**config.mk**
```make
export PLATFORM = sky130hd
export DESIGN_NAME = refill_burst_ctrl
export DESIGN_NICKNAME = d
export VERILOG_FILES = /design/src/rtl/rbc_pkg.sv /design/src/rtl/rbc_control.sv /design/src/rtl/rbc_datapath.sv /design/src/rtl/refill_burst_ctrl.sv
export SDC_FILE = /design/constraint.sdc
export NUM_CORES = 1
export LEC_CHECK = 0
export BUFFER_PORTS_ARGS = -buffer_cell sky130_fd_sc_hd__buf_2
export CELL_PAD_IN_SITES_DETAIL_PLACEMENT = 0
export CELL_PAD_IN_SITES_GLOBAL_PLACEMENT = 2
export CORE_MARGIN = 2
export CORE_UTILIZATION = 28
export DETAILED_ROUTE_END_ITERATION = 12
export PLACE_DENSITY_LB_ADDON = 0.1
export REMOVE_ABC_BUFFERS = 1
export SLEW_MARGIN = 15
export SYNTH_ARGS = -nofsm -noshare
export SYNTH_HDL_FRONTEND = slang
export SYNTH_HIERARCHICAL = 1
export SYNTH_SLANG_ARGS = --single-unit
```
**constraint.sdc**
```tcl
create_clock -name clk -period 3 [get_ports clk]
set_input_delay 0.6 -clock clk [delete_from_list [all_inputs] [get_ports clk]]
set_output_delay 0.6 -clock clk [all_outputs]
set_load 0.1 [all_outputs]
```
**src/rtl/rbc_pkg.sv**
```systemverilog
package rbc_pkg;

  typedef enum logic [2:0] {
    ST_IDLE,
    ST_ADDR,
    ST_WAIT,
    ST_XFER,
    ST_DONE
  } rbc_state_e;

  // strobes from control to datapath
  typedef struct packed {
    logic loadAddr;   // capture request address
    logic cmdPhase;   // address phase on the memory bus
    logic xfer;       // a word is being returned this cycle
    logic advance;    // step to the next column after this beat
  } rbc_ctrl_t;

  // reset content of memory entry idx
  function automatic logic [31:0] fill_word(input int unsigned idx);
    logic [15:0] low;
    low = idx[15:0];
    return {16'hC0DE ^ low, low};
  endfunction

endpackage

```
**src/rtl/rbc_control.sv**
```systemverilog
module rbc_control
  import rbc_pkg::*;
#(
  parameter int ROW_LAT = 15,
  parameter int COL_LAT = 5,
  parameter int BEATS   = 4
) (
  input  logic      clk,
  input  logic      rst,
  input  logic      reqValid,
  output logic      reqReady,
  output logic      busy,
  output logic      donePulse,
  output rbc_ctrl_t ctrl
);

  localparam int MAX_LAT = (ROW_LAT > COL_LAT) ? ROW_LAT : COL_LAT;
  localparam int CNT_W   = $clog2(MAX_LAT + 1);
  localparam int BEAT_W  = (BEATS > 1) ? $clog2(BEATS) : 1;
  localparam logic [CNT_W-1:0]  ROW_LOAD = CNT_W'(ROW_LAT - 1);
  localparam logic [CNT_W-1:0]  COL_LOAD = CNT_W'(COL_LAT - 1);
  localparam logic [BEAT_W-1:0] LAST_BEAT = BEAT_W'(BEATS - 1);

  rbc_state_e       state, stateNext;
  logic [CNT_W-1:0] waitCnt, waitCntNext;
  logic [BEAT_W-1:0] beatCnt, beatCntNext;
  logic             accept;

  assign accept = reqValid && (state == ST_IDLE);

  always_comb begin
    stateNext   = state;
    waitCntNext = waitCnt;
    beatCntNext = beatCnt;
    unique case (state)
      ST_IDLE: begin
        if (accept) begin
          stateNext   = ST_ADDR;
          beatCntNext = '0;
        end
      end
      ST_ADDR: begin
        stateNext   = ST_WAIT;
        waitCntNext = ROW_LOAD;
      end
      ST_WAIT: begin
        if (waitCnt == '0) stateNext = ST_XFER;
        else               waitCntNext = waitCnt - 1'b1;
      end
      ST_XFER: begin
        if (beatCnt == LAST_BEAT) begin
          stateNext = ST_DONE;
        end else begin
          stateNext   = ST_WAIT;
          waitCntNext = COL_LOAD;
          beatCntNext = beatCnt + 1'b1;
        end
      end
      ST_DONE: stateNext = ST_IDLE;
      default: stateNext = ST_IDLE;
    endcase
  end

  always_ff @(posedge clk) begin
    if (rst) begin
      state   <= ST_IDLE;
      waitCnt <= '0;
      beatCnt <= '0;
    end else begin
      state   <= stateNext;
      waitCnt <= waitCntNext;
      beatCnt <= beatCntNext;
    end
  end

  always_comb begin
    ctrl          = '0;
    ctrl.loadAddr = accept;
    ctrl.cmdPhase = (state == ST_ADDR);
    ctrl.xfer     = (state == ST_XFER);
    ctrl.advance  = (state == ST_XFER);
  end

  assign reqReady  = (state == ST_IDLE);
  assign busy      = (state != ST_IDLE);
  assign donePulse = (state == ST_DONE);

  // address phase only follows an accepted request
  assert_cmd_after_accept_R3: assert property (@(posedge clk) disable iff (rst)
    ctrl.cmdPhase |-> $past(reqValid && reqReady));

  // a returned word never repeats in the next cycle
  assert_single_beat_strobe_R5: assert property (@(posedge clk) disable iff (rst)
    ctrl.xfer |=> !ctrl.xfer);

  // completion follows the final beat
  assert_done_after_last_R7: assert property (@(posedge clk) disable iff (rst)
    (ctrl.xfer && beatCnt == LAST_BEAT) |=> donePulse);

endmodule

```
**src/rtl/rbc_datapath.sv**
```systemverilog
module rbc_datapath
  import rbc_pkg::*;
#(
  parameter int ADDR_W    = 32,
  parameter int DATA_W    = 32,
  parameter int BEATS     = 4,
  parameter int MEM_WORDS = 64
) (
  input  logic                      clk,
  input  logic                      rst,
  input  rbc_ctrl_t                 ctrl,
  input  logic [ADDR_W-1:0]         reqAddr,
  output logic                      memCmdValid,
  output logic [ADDR_W-1:0]         memCmdAddr,
  output logic                      wordValid,
  output logic [$clog2(BEATS)-1:0]  wordIndex,
  output logic [DATA_W-1:0]         wordData
);

  localparam int BEAT_W  = $clog2(BEATS);
  localparam int WORD_W  = ADDR_W - 2;
  localparam int MIDX_W  = $clog2(MEM_WORDS);
  localparam int BYTE_LO = 2 + BEAT_W;

  logic [WORD_W-1:0] blockWord;
  logic [BEAT_W-1:0] beatIdx;
  logic [MIDX_W-1:0] memIndex;
  logic [DATA_W-1:0] memArray [MEM_WORDS];
  logic              unusedLowBits;

  // byte and in-block word bits are dropped by alignment
  assign unusedLowBits = ^reqAddr[BYTE_LO-1:0];

  always_ff @(posedge clk) begin
    if (rst) begin
      blockWord <= '0;
      beatIdx   <= '0;
    end else begin
      if (ctrl.loadAddr) begin
        blockWord <= {reqAddr[ADDR_W-1:BYTE_LO], {BEAT_W{1'b0}}};
        beatIdx   <= '0;
      end else if (ctrl.advance) begin
        beatIdx <= beatIdx + 1'b1;
      end
    end
  end

  // memory model: each entry loads its pattern at reset
  for (genvar i = 0; i < MEM_WORDS; i++) begin : g_mem
    always_ff @(posedge clk) begin
      if (rst) memArray[i] <= DATA_W'(fill_word(i));
    end
  end

  // sequential columns inside the open row
  assign memIndex = blockWord[MIDX_W-1:0] | MIDX_W'(beatIdx);

  assign memCmdValid = ctrl.cmdPhase;
  assign memCmdAddr  = ctrl.cmdPhase ? {blockWord, 2'b00} : '0;
  assign wordValid   = ctrl.xfer;
  assign wordIndex   = beatIdx;
  assign wordData    = ctrl.xfer ? memArray[memIndex] : '0;

  // beats leave in ascending order
  assert_index_step_R6: assert property (@(posedge clk) disable iff (rst)
    (ctrl.advance && !ctrl.loadAddr && beatIdx != BEAT_W'(BEATS - 1))
      |=> (beatIdx == $past(beatIdx) + 1'b1));

  // the first beat of every burst is index 0
  assert_first_index_R6: assert property (@(posedge clk) disable iff (rst)
    ctrl.cmdPhase |-> (beatIdx == '0));

endmodule

```
**src/rtl/refill_burst_ctrl.sv**
```systemverilog
module refill_burst_ctrl
  import rbc_pkg::*;
#(
  parameter int ADDR_W    = 32,
  parameter int DATA_W    = 32,
  parameter int BEATS     = 4,
  parameter int ROW_LAT   = 15,
  parameter int COL_LAT   = 5,
  parameter int MEM_WORDS = 64
) (
  input  logic                     clk,
  input  logic                     rst,
  input  logic                     reqValid,
  input  logic [ADDR_W-1:0]        reqAddr,
  output logic                     reqReady,
  output logic                     busy,
  output logic                     memCmdValid,
  output logic [ADDR_W-1:0]        memCmdAddr,
  output logic                     wordValid,
  output logic [$clog2(BEATS)-1:0] wordIndex,
  output logic [DATA_W-1:0]        wordData,
  output logic                     donePulse
);

  rbc_ctrl_t ctrl;

  rbc_control #(
    .ROW_LAT(ROW_LAT),
    .COL_LAT(COL_LAT),
    .BEATS  (BEATS)
  ) i_control (
    .clk      (clk),
    .rst      (rst),
    .reqValid (reqValid),
    .reqReady (reqReady),
    .busy     (busy),
    .donePulse(donePulse),
    .ctrl     (ctrl)
  );

  rbc_datapath #(
    .ADDR_W   (ADDR_W),
    .DATA_W   (DATA_W),
    .BEATS    (BEATS),
    .MEM_WORDS(MEM_WORDS)
  ) i_datapath (
    .clk        (clk),
    .rst        (rst),
    .ctrl       (ctrl),
    .reqAddr    (reqAddr),
    .memCmdValid(memCmdValid),
    .memCmdAddr (memCmdAddr),
    .wordValid  (wordValid),
    .wordIndex  (wordIndex),
    .wordData   (wordData)
  );

  // busy starts only from an offered request
  assert_accept_req_R2: assert property (@(posedge clk) disable iff (rst)
    $rose(busy) |-> $past(reqValid));

  // bus strobes never overlap
  assert_strobes_exclusive_R7: assert property (@(posedge clk) disable iff (rst)
    $onehot0({memCmdValid, wordValid, donePulse}));

endmodule

```
After elaboration in Yosys (flattened, before gate mapping). Memories as Yosys holds them, arrays and structs flattened. Cells that the tools add are included.

Flip-flop bits (word level): 39. Memory bits (writable): 768. Input port bits: 35. Output and inout port bits: 71. Word-level logic and storage cells: 43. Memories: 1.

$add $sub $neg: 3. Equal/unequal tests: 9. Mux-type cells: 14. Bitwise operators: 1. Reduce and logical (&&, ||, !) cells: 10.

Memory list: i_datapath.memArray (depth 64, width 12, read ports 1, clocked after Yosys merged registers in 0, wr ports 64, line rbc_datapath.sv:28) `logic [DATA_W-1:0] memArray [MEM_WORDS];`.

Operator list (count): 2-to-1 mux 32 bit (2); case mux 3 bit (4 select lines) (1); case mux 4 bit (3 select lines) (1); 2-to-1 mux 3 bit (3); 2-to-1 mux 4 bit (2); == test 3 x 2 -> 1 bit, second input constant (2); bitwise OR 6 x 2 -> 6 bit (1); AND reduction 3 bit (2); nonzero test 3 bit (2); adder 2 x 1 -> 2 bit, second input constant (2); zero test 4 bit (1); 2-to-1 mux 2 bit (2); != test 2 x 1 -> 1 bit, second input constant (2); != test 2 bit, second input constant (2); case mux 2 bit (2 select lines) (1); subtractor 4 x 1 -> 4 bit, second input constant (1); == test 3 x 1 -> 1 bit, second input constant (1); == test 3 bit, second input constant (1); zero test 3 bit (1); == test 2 bit, second input constant (1); 2-to-1 mux 1 bit (2); AND reduction 2 bit (1); nonzero test 2 bit (1); OR reduction 2 bit (1); logical AND 1 bit (1).

Depth between registers and ports, before layout. Gate-level depths: netlist (run 1).

Word-level depth: 4. Gate-level depth with buffers: 8. Mapped depth without buffers: 5.

Cells and area by module. The synthesis (run 1) kept the hierarchy.

By module, submodules not included: rbc_datapath (instances 1, cells each 167, area each 1584.0 um^2); rbc_control (instances 1, cells each 67, area each 624.3 um^2).

Worst setup path before layout (run 1). Ideal clock, no wire load.

Path kind: flip-flop to output port. Start: register i_control.state[0]. End: output port busy. Arrival time: 3.840 ns. Path slack: -1.440 ns. Stages on the path, launching flop included: 4. Buffers on the path: 1. Path through: dfxtp_1 > buf_6 > nor3_1 > inv_1.

Longest elaborated chain between the ends: 1.

Ends and longest elaborated chain: from (decl) (line rbc_control.sv:24) `rbc_state_e state, stateNext;`; from (signal assigned) (line rbc_control.sv:70) `state <= stateNext;`; nonzero test 3 bit (line rbc_control.sv:85) `assign busy = (state != ST_IDLE);`; to (decl) (line refill_burst_ctrl.sv:16) `output logic busy,`.

No other way between the ends.

Worst setup path in the final report (run 1).
Start: register i_control.state[0]. End: output port wordData[5].

Longest elaborated chain between the ends: 2.

Ends and longest elaborated chain: == test 3 x 2 -> 1 bit (line rbc_control.sv:80) `ctrl.xfer = (state == ST_XFER);`; 2-to-1 mux 32 bit (line rbc_datapath.sv:62) `assign wordData = ctrl.xfer ? memArray[memIndex] : '0;`; to (decl) (line refill_burst_ctrl.sv:21) `output logic [DATA_W-1:0] wordData,`.

No other way between the ends.

==> results.md, run 1 <==
* Gr usage total at 0.115
* Resized cells post-CTS at 0
* Clock transition at path regs at 80 ps
* Final hold violations at 0
* Sequential-to-total area share from yosys stat at 0.354
* Core area at 0.00769 mm²
* Pwr Density at 559 mW/mm²
* Critical Path Start Type: register
* Most common cell in the netlist: dfxtp_1
* Slowest stage delay, CP at 660 ps
* Iter 0 DRT Violations at 53
* Crit. End Element: output port
* Clock share of power at 0.247
* Synth Cell Area at 0.00221 mm²
* Clk sinks at 39
* Final worst clock skew at 6.86 ps
* Max Cap Viol at 0
* VDD IR max at 0.164 mV
* Wire per inst at 11.9 µm
* CTS Hold Bufs at 0
* Required @ worst endpoint at 2400 ps
* Setup bufs post-CTS at 0
* Avg Inst Size Synth at 9.44 µm²
* Leakage at 1.31 nW
* Largest net degree at the start of global routing at 31
* Synth cell types at 39
* Share of post-route cells with drive strength above 1 at 0.331
* Register bit total from synthesis at 39
* H-tree lvl count at 2
* Worst slew pin tran at 537 ps
* Routed wire length at 4800 µm
* Clock Latency Late Sink at 290 ps
* Gr ovfl total at 0
* Initial antenna violation count at 0
* DRC viols at 0
* CP Cell Sequence: nand3b_4 > inv_1 > and2_1 > buf_2
* Chip width at 92.8 µm
* ANT cells at 0
* ANT nets after route at 0
* Vias in the first global route at 1620
* Die ar. at 0.00861 mm²
* Nets at 339
* RSZ-0062 raised after global routing: false
* Root buf cell: clkbuf_8
* Tcrit/Tclk final at 0.900
* Routability congestion estimate at 0.644
* Status: finished clean
* Finished Layout Cells at 404
* Largest area contributor in the synthesized netlist: dfxtp_1
* Sequential share of power at 0.412
* HPWL after DPL at 3310 µm
* P_int at 0.000832 W
* Endpoints failing setup at 0
* Crit path time final at 2700 ps
* First-pass GRT wire length at 7850 µm
* Die H at 92.8 µm
* Port buffer count at 81
* Fmax at 371 MHz
* Fin. max-slew vios at 0
* Slew headroom at 0.641
* Critical Path AT at 2100 ps
* Number of synthesized flops with an enable pin at 0
* Initial Utilization at 0.287
* Core Rows at 32
* CTS Buffer Depth at 2
* Net Sw Frac at 0.418
* Synth warn at 6
* Cell count after placement at 396
* Top post-synthesis cells by area: dfxtp_1, mux2i_1, buf_4, and2_1, nor2_1
* Layout area overhead at 15.9%
* I/O pin count at 106
* DR vias at 1696
* Post-synth top flop: dfxtp_1
* Proportion of netlist area held by the largest area contributor at 0.354
* Ys async rst share at 0
* Max stage delay cell, worst path: dfxtp_1
* Setup total negative slack at 0 ps
* Cells after Synth at 234
* Combinational share of power at 0.341
* WS Path Type: reg2out
* Vias per cell at 4.20
* Inserted Clock Buffers at 5
* DR pass1 iterations at 4
* Worst-path maximum fanout at 18
* Hold Crit Class: reg2reg
* NetSw at 0.000598 W
* Post-synth top cells: dfxtp_1, and2_1, nor2_1, buf_4, mux2i_1
* CTS tree: done
-- power by group through the flow --
| stage | clock network, W | registers (W) | logic, W |
|---|---|---|---|
| 2_1_floorplan | 0 | 0.000595 | 0.000409 |
| 3_5_place_dp | 0 | 0.000601 | 0.000493 |
| 3_3_place_gp | 0 | 0.000601 | 0.000492 |
| 5_1_grt | 0.000396 | 0.000596 | 0.000520 |
| 4_1_cts | 0.000377 | 0.000590 | 0.000494 |
| 6_report | 0.000354 | 0.000589 | 0.000487 |
-- per-stage QoR --
stage / hold slack (ps) / setup slack (ps) / cell area (µm²) / utilization / power, W
finish: 486 / 301 / 2560 / 0.333 / 0.00143
global route: 520 / 116 / 2560 / 0.333 / 0.00151
CTS: 496 / 262 / 2560 / 0.333 / 0.00146
detailed placement: 475 / 592 / 2470 / 0.322 / 0.00109
global placement: 465 / 600 / 2470 / 0.322 / 0.00109
floorplan: 452 / -2970 / 1920 / - / 0.00100
-- path summary, 6_finish.rpt --
path	from	end	slack (ps)	cells past startpoint
worst max-delay path	i_control/state[0]	wordData[5]	300	4
worst min-delay path	i_datapath/blockWord[9]	i_datapath/blockWord[9]	490	2
worst max register to register	i_control/state[0]	i_datapath/blockWord[28]	970	5
worst min register to register	i_datapath/blockWord[9]	i_datapath/blockWord[9]	490	2
-- layer usage --
metal  vias to the layer above  track usage  part of all wire
li1                        850            -                 -
met1                       760        0.143              0.46
met2                        81        0.188              0.44
met3                         5       0.0399             0.086
met4                         0       0.0368             0.014
met5                         -            0                 0
-- state kept, by name, summed over array words and instances (netlist names) --
name and count:
i_control/beatCnt 2, i_datapath/wordIndex 2, i_control/state 3, i_control/waitCnt 4
i_datapath/blockWord 28
-- kinds of logic after synthesis --
logic type,synth area share
compound gates,0.0601
xor+xnor,0.00397
fa+ha+maj,0.0170
buf+inv,0.174
flops,0.354
mux,0.137
other cells,0.00170
simple gates,0.253
-- cell usage in the layout (no fill, tap or decap), types with 2 or more instances in the layout --
cell and count:
conb_1 20, nor3b_1 2, a21oi_1 4, dfxtp_1 39
o211ai_1 2, nor3_1 5, nor2_1 32, o21ai_0 2
and2_1 36, ha_1 3, nand3b_1 3, nand2b_1 4
nor2b_1 5, clkbuf_8 5, inv_1 6, buf_4 3
mux2i_1 29, or3b_1 2, buf_2 81
-- final cells by class --
cell class / instances / area [µm²]
fill: 844 / 5130
clock inverter: 2 / 12.5
tap: 102 / 128
multi-input combinational: 165 / 1110
sequential: 39 / 781
clock buffer: 6 / 72.6
timing repair buffer: 84 / 428
inverter: 6 / 22.5
-- critical path, delay by kind of cell, from the launching register on --
family	cells	cell delay, ps
AND/OR/NAND/NOR	2	370
flip-flops	1	660
buffers and inverters	2	770
Note: power is estimated with default switching activity, not from simulation.
==> run 2: changes to the inputs <==
--- a/config.mk
+++ b/config.mk
@@ -9,12 +9,11 @@
 export CELL_PAD_IN_SITES_DETAIL_PLACEMENT = 0
 export CELL_PAD_IN_SITES_GLOBAL_PLACEMENT = 2
 export CORE_MARGIN = 2
-export CORE_UTILIZATION = 28
+export CORE_UTILIZATION = 25
 export DETAILED_ROUTE_END_ITERATION = 12
 export PLACE_DENSITY_LB_ADDON = 0.1
 export REMOVE_ABC_BUFFERS = 1
 export SLEW_MARGIN = 15
 export SYNTH_ARGS = -nofsm -noshare
 export SYNTH_HDL_FRONTEND = slang
-export SYNTH_HIERARCHICAL = 1
 export SYNTH_SLANG_ARGS = --single-unit
==> run 2 against run 1 <==
Critical path depth grew 1. Total power grew 5.5%. Sequential power is essentially flat. Area after synthesis shrank 8.1%. Non-clock buffer count grew 3. Via count grew 3.8%. Core utilization shrank 0.96 points. Cell count grew 6.4%.
==> results.md, run 2 <==
* Max Cap Viol at 0
* Synth cell types at 34
* Max reg flops at 28
* ANT cells at 0
* Post-synth top cells: nand2_1, dfxtp_1, and2_1, a21oi_1, buf_4
* CTS tree: done
* VDD IR max at 0.290 mV
* Synth Cell Area at 0.00203 mm²
* Routability congestion estimate at 0.744
* Largest net degree at the start of global routing at 32
* CTS Hold Bufs at 0
* Worst-path maximum fanout at 19
* Avg Inst Size Synth at 7.96 µm²
* Largest area contributor in the synthesized netlist: dfxtp_1
* Fmax at 377 MHz
* Slowest stage delay, CP at 640 ps
* CP Cell Sequence: nand2b_1 > nor2_2 > buf_4 > and2_1 > buf_2
* Routed wire length at 5050 µm
* I/O pin count at 106
* R2R depth at 4
* WS Path Type: reg2out
* Most frequent cells in the layout: buf_2, nand2_1, dfxtp_1
* Required @ worst endpoint at 2400 ps
* Top Registers: i_datapath.blockWord x28, i_control.waitCnt x4, i_control.state x3
* Final worst clock skew at 4.20 ps
* First-pass GRT wire length at 7770 µm
* Clk sinks at 39
* Ys async rst share at 0
* CTS Buffer Depth at 2
* Synth warn at 0
* Port buffer count at 81
* Iter 0 DRT Violations at 50
* Initial antenna violation count at 0
* Clock Latency Late Sink at 290 ps
* Critical Path AT at 2050 ps
* Proportion of netlist area held by the largest area contributor at 0.385
* DR vias at 1761
* Crit path time final at 2650 ps
* Nets at 365
* Sequential-to-total area share from yosys stat at 0.385
* Endpoints failing setup at 0
* Die H at 94.1 µm
* Core Rows at 32
* Placed cell area at 0.00241 mm²
* Gr ovfl total at 0
* Crit. End Element: output port
* Vias in the first global route at 1572
* Tcrit/Tclk final at 0.885
* Number of synthesized flops with an enable pin at 0
* Final hold violations at 0
* Layout area overhead at 24.4%
* Most common cell after layout, fill and taps aside: buf_2
* Top post-synthesis cells by area: dfxtp_1, nand2_1, buf_4, and2_1, a21oi_1
* ANT nets after route at 0
* RSZ-0062 raised after global routing: false
* Initial Utilization at 0.260
* Leakage at 1.26 nW
* Critical Path Start Type: register
* Final core occ at 0.323
* Max stage delay cell, worst path: dfxtp_1
* Status: finished clean
* Gr usage total at 0.115
* H-tree lvl count at 2
* Share of post-route cells with drive strength above 1 at 0.329
* Fin area at 0.00252 mm²
* Core area at 0.00781 mm²
* Slew headroom at 0.658
* HPWL after DPL at 3530 µm
* Register bit total from synthesis at 39
* DRC viols at 0
* Wire per inst at 11.7 µm
* DR pass1 iterations at 4
* Worst slew pin tran at 512 ps
* Fin. max-slew vios at 0
* # fillers at 895
* Cells after Synth at 255
* Clock transition at path regs at 80 ps
* Post-synth top flop: dfxtp_1
* Inserted Clock Buffers at 5
* WHS Path Cells at 2
* Die ar. at 0.00885 mm²
* Chip width at 94.1 µm
* Most common cell in the netlist: nand2_1
* Setup bufs post-CTS at 0
* Hold Crit Class: reg2reg
* Reg with most FFs: i_datapath.blockWord
* Root buf cell: clkbuf_8
* Pwr Density at 598 mW/mm²
* Vias per cell at 4.10
* Resized cells post-CTS at 0
## run 2: cell count changes after synthesis, moves of 4 or more
cell	delta
buf_2	+5
nor2b_1	-5
a21oi_1	+27
nand2_1	+61
clkbuf_1	+4
nor2_1	-23
mux2i_1	-29
## run 2: layer usage
layer  vias up  routed length [µm]  global-route usage
met5         -                   0                   0
met4         0                  70              0.0471
met1       786                2410               0.148
li1        914                   -                   -
met2        56                2270               0.183
met3         5                 295              0.0265
## run 2: layout make-up
cell class	count	area (µm²)	area share
sequential	39	781	0.309
clock buffer	5	68.8	0.0273
inverter	5	18.8	0.00744
multi-input combinational	189	1030	0.410
timing repair buffer	87	450	0.178
tap	102	128	0.0506
clock inverter	3	43.8	0.0174
## run 2: per-stage QoR
stage,hold slack [ps],setup WS (ps),TNS [ps],instances,power (W)
floorplan,426,-1600,-38730,233,0.000980
global placement,439,636,0,422,0.00108
detailed placement,442,640,0,422,0.00108
CTS,454,297,0,430,0.00154
global route,471,169,0,430,0.00159
finish,450,346,0,430,0.00151
## run 2: final timing paths
| path | endpoint | startpoint | slack [ps] |
|---|---|---|---|
| worst max-delay path | memCmdAddr[17] | i_control.state[0] | 350 |
| worst min-delay path | i_datapath.blockWord[29] | i_datapath.blockWord[29] | 450 |
| worst max register to register | i_control.waitCnt[1] | i_control.state[0] | 1410 |
| worst min register to register | i_datapath.blockWord[29] | i_datapath.blockWord[29] | 450 |
## run 2: kinds of logic after synthesis
| kind of cell | count (synthesis) | share of synthesized area |
|---|---|---|
| adder cells (fa/ha/maj) | 3 | 0.0185 |
| other | 1 | 0.00185 |
| flip-flops | 39 | 0.385 |
| AO/OA/AOI/OAI | 40 | 0.122 |
| XOR/XNOR | 3 | 0.0129 |
| buffers and inverters | 46 | 0.142 |
| AND/OR/NAND/NOR | 123 | 0.318 |
## run 2: power by group
group	switching [W]	internal [W]
clock	0.000196	0.000248
sequential	0.0000295	0.000558
combinational	0.000380	0.0000979
total	0.000605	0.000903
## run 2: worst max-delay path: cells and delay by family (launching register included)
kind | cells | cell delay, ps
buffers and inverters | 2 | 650
DFF | 1 | 640
and+or+nand+nor | 3 | 470
==> run 3: changes to the inputs <==
--- a/config.mk
+++ b/config.mk
@@ -9,7 +9,7 @@
 export CELL_PAD_IN_SITES_DETAIL_PLACEMENT = 0
 export CELL_PAD_IN_SITES_GLOBAL_PLACEMENT = 2
 export CORE_MARGIN = 2
-export CORE_UTILIZATION = 25
+export CORE_UTILIZATION = 24
 export DETAILED_ROUTE_END_ITERATION = 12
 export PLACE_DENSITY_LB_ADDON = 0.1
 export REMOVE_ABC_BUFFERS = 1
==> constraint.sdc (replaced) <==
create_clock -name clk -period 2.55 [get_ports clk]
set_input_delay 0.51 -clock clk [delete_from_list [all_inputs] [get_ports clk]]
set_output_delay 0.51 -clock clk [all_outputs]
set_load 0.1 [all_outputs]
==> run 3 against run 2 <==
Worst hold slack worse by 3.1 ps. Via count is 0.28% higher. Combinational power rose by 29%. First-iteration DRC count decreased by 8.0%. Non-clock buffer count up 1. Largest cell class unchanged. Critical path depth decreased by 1.
==> results.md, run 3 (synthesis results as in run 2) <==
* Status: finished clean
* ANT nets after route at 0
* Layout area overhead at 47.2%
* Critical Path AT at 1800 ps
* Fin. max-slew vios at 0
* Setup bufs post-CTS at 0
* CP startpoint: i_control.state[1]
* I/O pin count at 106
* Hold Crit Class: in2reg
* Most frequent cells in the layout: nand2_1, buf_2, dfxtp_1
* Max reg flops at 28
* Pwr Total at 0.00184 W
* Slew headroom at 0.560
* Die H at 96.0 µm
* Endpoints failing setup at 0
* H-tree lvl count at 2
* Final hold violations at 0
* Met3 Routed Length at 237 µm
* Routed wire length at 5140 µm
* PnR worst setup slack at 239 ps
* HPWL after DPL at 3690 µm
* CTS Buffer Depth at 2
* Inserted Clock Buffers at 5
* CP Cell Sequence: nand3b_2 > inv_2 > and2_4 > buf_2
* CTS Hold Bufs at 0
* Root buf cell: clkbuf_8
* Fmax at 433 MHz
* Max stage delay cell, worst path: dfxtp_1
* CTS tree: done
* Worst-path maximum fanout at 12
* Core area at 0.00822 mm²
* # fillers at 903
* Critical Path Start Type: register
* Clock transition at path regs at 80 ps
* Reg with most FFs: i_datapath.blockWord
* Share of post-route cells with drive strength above 1 at 0.331
* Nets at 366
* Leakage at 1.35 nW
* Iter 0 DRT Violations at 46
* DRC viols at 0
* Metal2 WL at 2480 µm
* Routability congestion estimate at 0.703
* Tcrit/Tclk final at 0.906
* Reg-to-reg startpoint: i_control.state[0]
* Gr usage total at 0.117
* Final worst clock skew at 2.89 ps
* Largest net degree at the start of global routing at 33
* Chip width at 96.0 µm
* Worst slack, placed at 528 ps
* Vias in the first global route at 1662
* Clock Latency Late Sink at 290 ps
* DR vias at 1766
* Core Rows at 33
* Initial antenna violation count at 0
* Top Registers: i_datapath.blockWord x28, i_control.waitCnt x4, i_control.state x3
* Max Cap Viol at 0
* Most common cell after layout, fill and taps aside: nand2_1
* Pwr Density at 617 mW/mm²
* Worst hold margin at 447 ps
* WS Path Type: reg2out
* First-pass GRT wire length at 8140 µm
* Initial Utilization at 0.247
* VDD IR max at 0.275 mV
* Resized cells post-CTS at 0
* Crit path time final at 2310 ps
* Vias per cell at 4.07
* Top routing layer in use: met4
* Clk sinks at 39
* Wire per inst at 11.8 µm
* DR pass1 iterations at 4
* Critical hold path startpoint: reqAddr[19]
* RSZ-0062 raised after global routing: false
* Worst slew pin tran at 657 ps
* Gr ovfl total at 0
* Port buffer count at 81
* Die ar. at 0.00921 mm²
* Slowest stage delay, CP at 600 ps
* ANT cells at 0
* Crit. End Element: output port
* Required @ worst endpoint at 2040 ps
* M1 wire length at 2360 µm
==> run 3: cell count changes in the layout (fill, tap and decap cells not counted) <==
cell	delta
buf_2	-29
buf_12	+30
clkbuf_8	+1
clkinv_4	-1
==> run 3: final cells by class <==
cell class                      count  area, µm²  area share
Sequential cell                    39        781       0.261
Tap cell                          105        131      0.0440
Multi-Input combinational cell    189       1030       0.346
Timing Repair Buffer               88        906       0.303
Inverter                            5       18.8     0.00628
Clock buffer                        6       82.6      0.0276
Clock inverter                      2       35.0      0.0117
==> run 3: power by group <==
group	internal, W	switching, W
clock	0.000317	0.000220
sequential	0.000656	0.0000342
combinational	0.000159	0.000457
total	0.00113	0.000711
==> run 3: layer usage <==
metal | vias up | track usage
met2 | 47 | 0.196
li1 | 912 | -
met4 | 0 | 0.0357
met5 | - | 0
met3 | 6 | 0.0290
met1 | 801 | 0.147
==> run 3: through the flow <==
stage	setup TNS, ps	util	std cells	area (µm²)
finish	0	0.364	434	2990
global route	0	0.364	434	2990
CTS	0	0.364	434	2990
detailed placement	0	0.349	426	2870
global placement	0	0.349	426	2870
floorplan	-66400	-	233	1830
==> run 3: worst max-delay path, delay by kind of cell, from the launching register on <==
family,cells,cell delay (ps)
flops,1,600
simple gates,2,330
buf+inv,2,580
==> run 3: worst paths after layout <==
path,cells past startpoint,slack (ps),end
max,4,240,wordData[0]
min,3,450,i_datapath.blockWord[17]
max reg2reg,5,900,i_datapath.blockWord[23]
min reg2reg,2,450,i_datapath.blockWord[18]
